**src/rtl/apw_pkg.sv**
```systemverilog
package apw_pkg;
  localparam int DW        = 32;
  localparam int SLOTS     = 4;
  localparam int IDX_W     = $clog2(SLOTS);
  localparam int SHIFT_W   = $clog2(DW);
  localparam int REV_GOOD  = 2;
  localparam int G0_ROW    = 13;  // offset 0xD0 >> 4
  localparam int G1_ROW    = 14;  // offset 0xE0 >> 4

  typedef logic [DW-1:0] word_t;

  typedef struct packed {
    logic               hit;
    logic               bank;
    logic [IDX_W-1:0]   idx;
    word_t              mask;
    logic [SHIFT_W-1:0] shift;
  } apw_sel_t;

  function automatic int num_apr(input int min_bpr);
    return (min_bpr < 2) ? (SLOTS >> min_bpr) : 1;
  endfunction
endpackage

```
**src/rtl/apw_decode.sv**
```systemverilog
module apw_decode
  import apw_pkg::*;
#(
  parameter int ADDR_W  = 12,
  parameter int MIN_BPR = 2
) (
  input  logic [ADDR_W-1:0] addr_i,
  input  logic              secure_i,
  input  logic              sec_ext_i,
  input  logic              groups_en_i,
  input  logic              rev_ok_i,
  output apw_sel_t          sel_o
);
  localparam int NUM_APR = num_apr(MIN_BPR);
  localparam int ROW_W   = ADDR_W - 4;

  logic [IDX_W-1:0]   n;
  logic               aligned, in_g0, in_g1, in_range, ns_view;
  logic               v_hit;
  logic [IDX_W-1:0]   v_idx;
  word_t              v_mask;
  logic [SHIFT_W-1:0] v_shift;

  assign n        = addr_i[3:2];
  assign aligned  = (addr_i[1:0] == 2'b00);
  assign in_g0    = aligned && (addr_i[ADDR_W-1:4] == ROW_W'(G0_ROW));
  assign in_g1    = aligned && (addr_i[ADDR_W-1:4] == ROW_W'(G1_ROW));
  assign in_range = int'(n) < NUM_APR;
  assign ns_view  = sec_ext_i && !secure_i;

  // non-secure view of the group-0 window, picked by MIN_BPR
  generate
    if (MIN_BPR == 0) begin : g_view0
      assign v_hit   = !n[1];
      assign v_idx   = {1'b1, n[0]};
      assign v_mask  = '1;
      assign v_shift = '0;
    end else if (MIN_BPR == 1) begin : g_view1
      assign v_hit   = (n == '0);
      assign v_idx   = IDX_W'(1);
      assign v_mask  = '1;
      assign v_shift = '0;
    end else if (MIN_BPR == 2) begin : g_view2
      assign v_hit   = (n == '0);
      assign v_idx   = '0;
      assign v_mask  = 32'hFFFF_0000;
      assign v_shift = SHIFT_W'(16);
    end else begin : g_view3
      assign v_hit   = (n == '0);
      assign v_idx   = '0;
      assign v_mask  = 32'h0000_FF00;
      assign v_shift = SHIFT_W'(8);
    end
  endgenerate

  always_comb begin
    sel_o = '0;
    if (rev_ok_i && in_range) begin
      if (in_g0) begin
        if (ns_view) begin
          sel_o.hit   = v_hit;
          sel_o.bank  = 1'b1;
          sel_o.idx   = v_idx;
          sel_o.mask  = v_mask;
          sel_o.shift = v_shift;
        end else begin
          sel_o.hit  = 1'b1;
          sel_o.idx  = n;
          sel_o.mask = '1;
        end
      end else if (in_g1 && groups_en_i && !ns_view) begin
        sel_o.hit  = 1'b1;
        sel_o.bank = 1'b1;
        sel_o.idx  = n;
        sel_o.mask = '1;
      end
    end
  end
endmodule

```
**src/rtl/apw_bank.sv**
```systemverilog
module apw_bank
  import apw_pkg::*;
#(
  parameter int NUM_APR = 1
) (
  input  logic                      clk_i,
  input  logic                      rst_ni,
  input  logic                      we_i,
  input  logic                      bank_i,
  input  logic [IDX_W-1:0]          idx_i,
  input  word_t                     mask_i,
  input  word_t                     data_i,
  output logic [1:0][SLOTS-1:0][DW-1:0] q_o
);
  generate
    for (genvar b = 0; b < 2; b++) begin : g_bank
      for (genvar i = 0; i < SLOTS; i++) begin : g_slot
        if (i < NUM_APR) begin : g_impl
          always_ff @(posedge clk_i or negedge rst_ni) begin
            if (!rst_ni) begin
              q_o[b][i] <= '0;
            end else if (we_i && (bank_i == 1'(b)) && (idx_i == IDX_W'(i))) begin
              q_o[b][i] <= (q_o[b][i] & ~mask_i) | (data_i & mask_i);
            end
          end
        end else begin : g_absent
          assign q_o[b][i] = '0;
        end
      end
    end
  endgenerate
endmodule

```
**src/rtl/apw_window.sv**
```systemverilog
module apw_window
  import apw_pkg::*;
#(
  parameter int ADDR_W  = 12,
  parameter int REV_W   = 4,
  parameter int MIN_BPR = 2
) (
  input  logic              clk_i,
  input  logic              rst_ni,
  input  logic              req_valid_i,
  input  logic              req_write_i,
  input  logic [ADDR_W-1:0] req_addr_i,
  input  logic [31:0]       req_wdata_i,
  input  logic              req_secure_i,
  input  logic              sec_ext_i,
  input  logic              groups_en_i,
  input  logic [REV_W-1:0]  ctl_rev_i,
  output logic              rsp_valid_o,
  output logic [31:0]       rsp_rdata_o
);
  localparam int NUM_APR = num_apr(MIN_BPR);

  apw_sel_t sel;
  logic     rev_ok, we, sel_hit;
  word_t    sel_word, rd_d;
  logic [1:0][SLOTS-1:0][DW-1:0] regs_q;
  logic [SLOTS-1:0][DW-1:0]      g0_q, g1_q;

  assign rev_ok = (ctl_rev_i == REV_W'(REV_GOOD));

  apw_decode #(.ADDR_W(ADDR_W), .MIN_BPR(MIN_BPR)) u_dec (
    .addr_i      (req_addr_i),
    .secure_i    (req_secure_i),
    .sec_ext_i   (sec_ext_i),
    .groups_en_i (groups_en_i),
    .rev_ok_i    (rev_ok),
    .sel_o       (sel)
  );

  assign we = req_valid_i && req_write_i && sel.hit;

  apw_bank #(.NUM_APR(NUM_APR)) u_bank (
    .clk_i  (clk_i),
    .rst_ni (rst_ni),
    .we_i   (we),
    .bank_i (sel.bank),
    .idx_i  (sel.idx),
    .mask_i (sel.mask),
    .data_i (req_wdata_i << sel.shift),
    .q_o    (regs_q)
  );

  assign g0_q     = regs_q[0];
  assign g1_q     = regs_q[1];
  assign sel_hit  = sel.hit;
  assign sel_word = sel.bank ? g1_q[sel.idx] : g0_q[sel.idx];
  assign rd_d     = (req_valid_i && !req_write_i && sel.hit)
                  ? ((sel_word & sel.mask) >> sel.shift) : '0;

  always_ff @(posedge clk_i or negedge rst_ni) begin
    if (!rst_ni) begin
      rsp_valid_o <= 1'b0;
      rsp_rdata_o <= '0;
    end else begin
      rsp_valid_o <= req_valid_i;
      rsp_rdata_o <= rd_d;
    end
  end
endmodule

```
**config.mk**
```make
export PLATFORM = sky130hd
export DESIGN_NAME = apw_window
export DESIGN_NICKNAME = d
export VERILOG_FILES = /design/src/rtl/apw_pkg.sv /design/src/rtl/apw_decode.sv /design/src/rtl/apw_bank.sv /design/src/rtl/apw_window.sv
export SDC_FILE = /design/constraint.sdc
export NUM_CORES = 1
export LEC_CHECK = 0
export BUFFER_PORTS_ARGS = -buffer_cell sky130_fd_sc_hd__buf_2
export CAP_MARGIN = 20
export CELL_PAD_IN_SITES_DETAIL_PLACEMENT = 0
export CELL_PAD_IN_SITES_GLOBAL_PLACEMENT = 2
export CORE_MARGIN = 2
export CORE_UTILIZATION = 39
export CTS_BUF_LIST = sky130_fd_sc_hd__clkbuf_4 sky130_fd_sc_hd__clkbuf_8
export DETAILED_ROUTE_END_ITERATION = 12
export PLACE_DENSITY_LB_ADDON = 0.1
export SYNTH_ARGS = -nofsm -noshare
export SYNTH_HDL_FRONTEND = slang
export SYNTH_SLANG_ARGS = --single-unit
```
**constraint.sdc**
```tcl
create_clock -name clk_i -period 2.05 [get_ports clk_i]
set_input_delay 0.1025 -clock clk_i [delete_from_list [all_inputs] [get_ports clk_i]]
set_output_delay 0.1025 -clock clk_i [all_outputs]
set_load 0.005 [all_outputs]
```
==> metrics <==
Power per Cell Area=641 mW/mm2; part of the cycle the worst path needs=96.3%; first-pass GRT wire length=16800 um; post-synthesis compound-gate area fraction=10.2%; post-route clock skew=6.91 ps; Avg Inst Size Synth=10.9 um2; Skew-Pair Late Insertion Delay=360 ps; multiplexer fraction of the synthesized cell area=14.2%; total number of vias=3191; number of register bits inferred by synthesis=97; drt initial violations=189; final hold violation count=0; MaxCap Viol Count=0; area share of the largest cell type after synthesis=58.2%; final antenna-violating net count=0; standby leakage power=2.87 nW; CP most frequent cell=or4b_4; initial standard-cell utilization of the core=40.2%; DP Worst Slack=-521 ps; class of the most critical setup path=primary input to flip-flop; number of global-route vias before repair=3232; portion of the post-synthesis area used by sequential elements=58.2%; Crit. End Element=flip-flop; endpoints failing setup=0; estimated wirelength of the detail-placed design=7030 um; Die Footprint=0.0115 mm2; maximum net fanout on the critical path=12; area leader, netlist=dfrtp_1; last weighted congestion value of the routability-driven placer=0.780; post-synthesis share of cell area spent on xor and xnor gates=0%; total cell area at the placement stage=0.00501 mm2; post-layout min period=1970 ps; Port Buffers=87; number of antenna repair diodes=0; final worst hold slack=38.0 ps; Die Span Y=107 um; clock input transition at the sequential cells of the worst setup and hold paths=90 ps; cell chain of the critical path=buf_2, or4b_4, or4b_4, or3_4, or2_4, buf_12, o32ai_4; synthesized-area fraction occupied by adder cells=0%; Final TNS setup=0 ps; Slew headroom=55.3%; Yosys warning total=0; final design area excluding fillers=0.00548 mm2; clock tree from TritonCTS=built; Post-Syn Instances=383; cell row count=37; routed vias/inst=4.93; result of the run=finished, final reports clean; combinational family with the most area after synthesis=multiplexers; antenna violations before repair=0; worst hold path cell count=3; number of top-level design ports=88; maximum vdd drop=353 uV; area added between synthesis and finish=31.3%; Req. time, crit path=2320 ps; unique cell type count in the Yosys netlist=30; clk buf depth=2; Worst Max-Slew Pin Slew=666 ps; class of the most critical hold timing path=primary input to flip-flop; hold_sp=req_wdata_i[25]; pin count of the biggest net entering global routing=45; peak per-stage delay on the critical path=530 ps; Chip Width=107 um; maximum clock frequency=506 MHz; setup repair after global routing missed its margin=false; Worst setup SP type=primary input; number of pins with negative max-slew slack in the final report=0; floorplan core area=0.0104 mm2; maximum level of the CTS H-tree=3; simple-gate share of the synthesized area=13.5%; Crit Reg-Reg Endpoint=rsp_rdata_o[3]; routed wire length=10300 um; global routing usage summed across all routing layers=19.2%; clk sink count=97; net count after synthesis=438; net total in the final layout=561; number of cell instances on the worst register-to-register path=2; wire per inst=15.9 um; CP bufs+invs=2; top cells by area, synth=dfrtp_1 58%, mux2i_1 9.1%, nand2_1 6.7%; share of cells above drive strength 1=33.1%; Reg2Reg Setup Slack=1080 ps; final setup slack of the worst path=75.6 ps; post-synth design cell area=0.00417 mm2; start point of the critical path=ctl_rev_i[0]; core utilization of the finished layout=52.8%; final global-route overflow total=0; arrival time reported for the critical path endpoint=2250 ps; count of unresolved DRC violations after routing=0; router iterations before antenna repair=4; critical path's slowest cell=or4b_4; Num CTS Buffers=9; buffer type at the clock tree root=clkbuf_8; Crit path max-delay family=simple AND/OR/NAND/NOR gates
==> cells by family (layout without fill, tap and decap cells) <==
kind of cell | count (synthesis) | in the layout
AO/OA/AOI/OAI | 67 | 67
buffers and inverters | 37 | 165
flip-flops | 97 | 97
AND/OR/NAND/NOR | 125 | 125
multiplexers | 57 | 57
==> cell usage after synthesis (all sizes together) <==
| library cell | count |
|---|---|
| nand2 | 74 |
| nand2b | 4 |
| inv | 15 |
| or2 | 1 |
| or3 | 2 |
| or4b | 2 |
| dfrtp | 97 |
| nor3b | 1 |
| nand3 | 1 |
| nand4 | 3 |
| or4 | 1 |
| nor4bb | 2 |
| mux2i | 38 |
| o32ai | 8 |
| o21ai | 33 |
| nor2 | 26 |
| and3b | 1 |
| nor4 | 3 |
| a21oi | 18 |
| clkbuf | 15 |
| buf | 7 |
| nor3 | 2 |
| nor2b | 2 |
| o221ai | 8 |
| mux2 | 19 |
==> routing by layer <==
metal	GRT usage (%)	vias up	routed length, um
met1	25.8	1536	4770
met3	5.02	8	528
met4	5.40	0	82
li1	-	1561	-
met2	30.7	86	4890
met5	0	-	0
==> metrics by stage <==
step           std cells  power [mW]
2_1_floorplan        383        2.00
4_1_cts              647        3.57
5_1_grt              647        3.67
3_3_place_gp         613        2.12
3_5_place_dp         613        2.12
6_report             647        3.51
==> cell usage in the layout, fill, tap and decap left out, types with 2 or more instances in the layout <==
cell type | synthesis | layout
bufinv_16 | 0 | 2
dfrtp_1 | 97 | 97
mux2i_1 | 38 | 38
a21oi_1 | 18 | 18
buf_4 | 0 | 24
o32ai_2 | 4 | 7
nor2b_1 | 2 | 2
inv_1 | 15 | 15
nor2_1 | 26 | 26
o221ai_1 | 8 | 8
buf_2 | 2 | 86
o21ai_1 | 1 | 32
or4b_4 | 2 | 2
nand2b_1 | 4 | 4
nand2_1 | 74 | 74
clkinv_2 | 0 | 2
clkbuf_8 | 0 | 11
buf_12 | 0 | 4
dlygate4sd3_1 | 0 | 18
nand4_1 | 3 | 3
mux2_4 | 0 | 9
mux2_2 | 19 | 10
==> worst register-to-register path, stage by stage, from the launching register on <==
cell,delay (ps)
dfrtp_1,390
mux2i_1,320
o32ai_4,140
==> power breakdown <==
group          internal (mW)  total [mW]  switching (mW)
Sequential              1.91        1.91        0.000339
Combinational         0.0895       0.195           0.106
Clock                  0.750        1.41           0.655
Total                   2.75        3.51           0.761
==> how the worst max path moves through the flow <==
stage	to	slack [ps]	cells after the start
4_1_cts	rsp_rdata_o[2]	5	7
6_report	rsp_rdata_o[3]	80	7
3_3_place_gp	flip-flop	-480	8
5_1_grt	rsp_rdata_o[12]	60	7
2_1_floorplan	rsp_rdata_o[11]	-370	8
3_5_place_dp	flip-flop	-520	8
==> final cells by class <==
cell class	count	area, um2
clock inverters	5	77.6
fillers	982	4890
flip-flops and latches	97	2430
clock buffers	11	151
inverters	15	56.3
well taps	136	170
repair buffers	134	897
multi-input cells	249	1700
==> timing repair <==
action                     4_1_cts  5_1_grt
setup endpoints to repair       35        4
buffers inserted                 0        0
hold buffers                    18        0
pin swaps                        0        2
gates resized for setup          8        3
hold endpoints to repair        67        0
(Power assumes the default switching activity.)
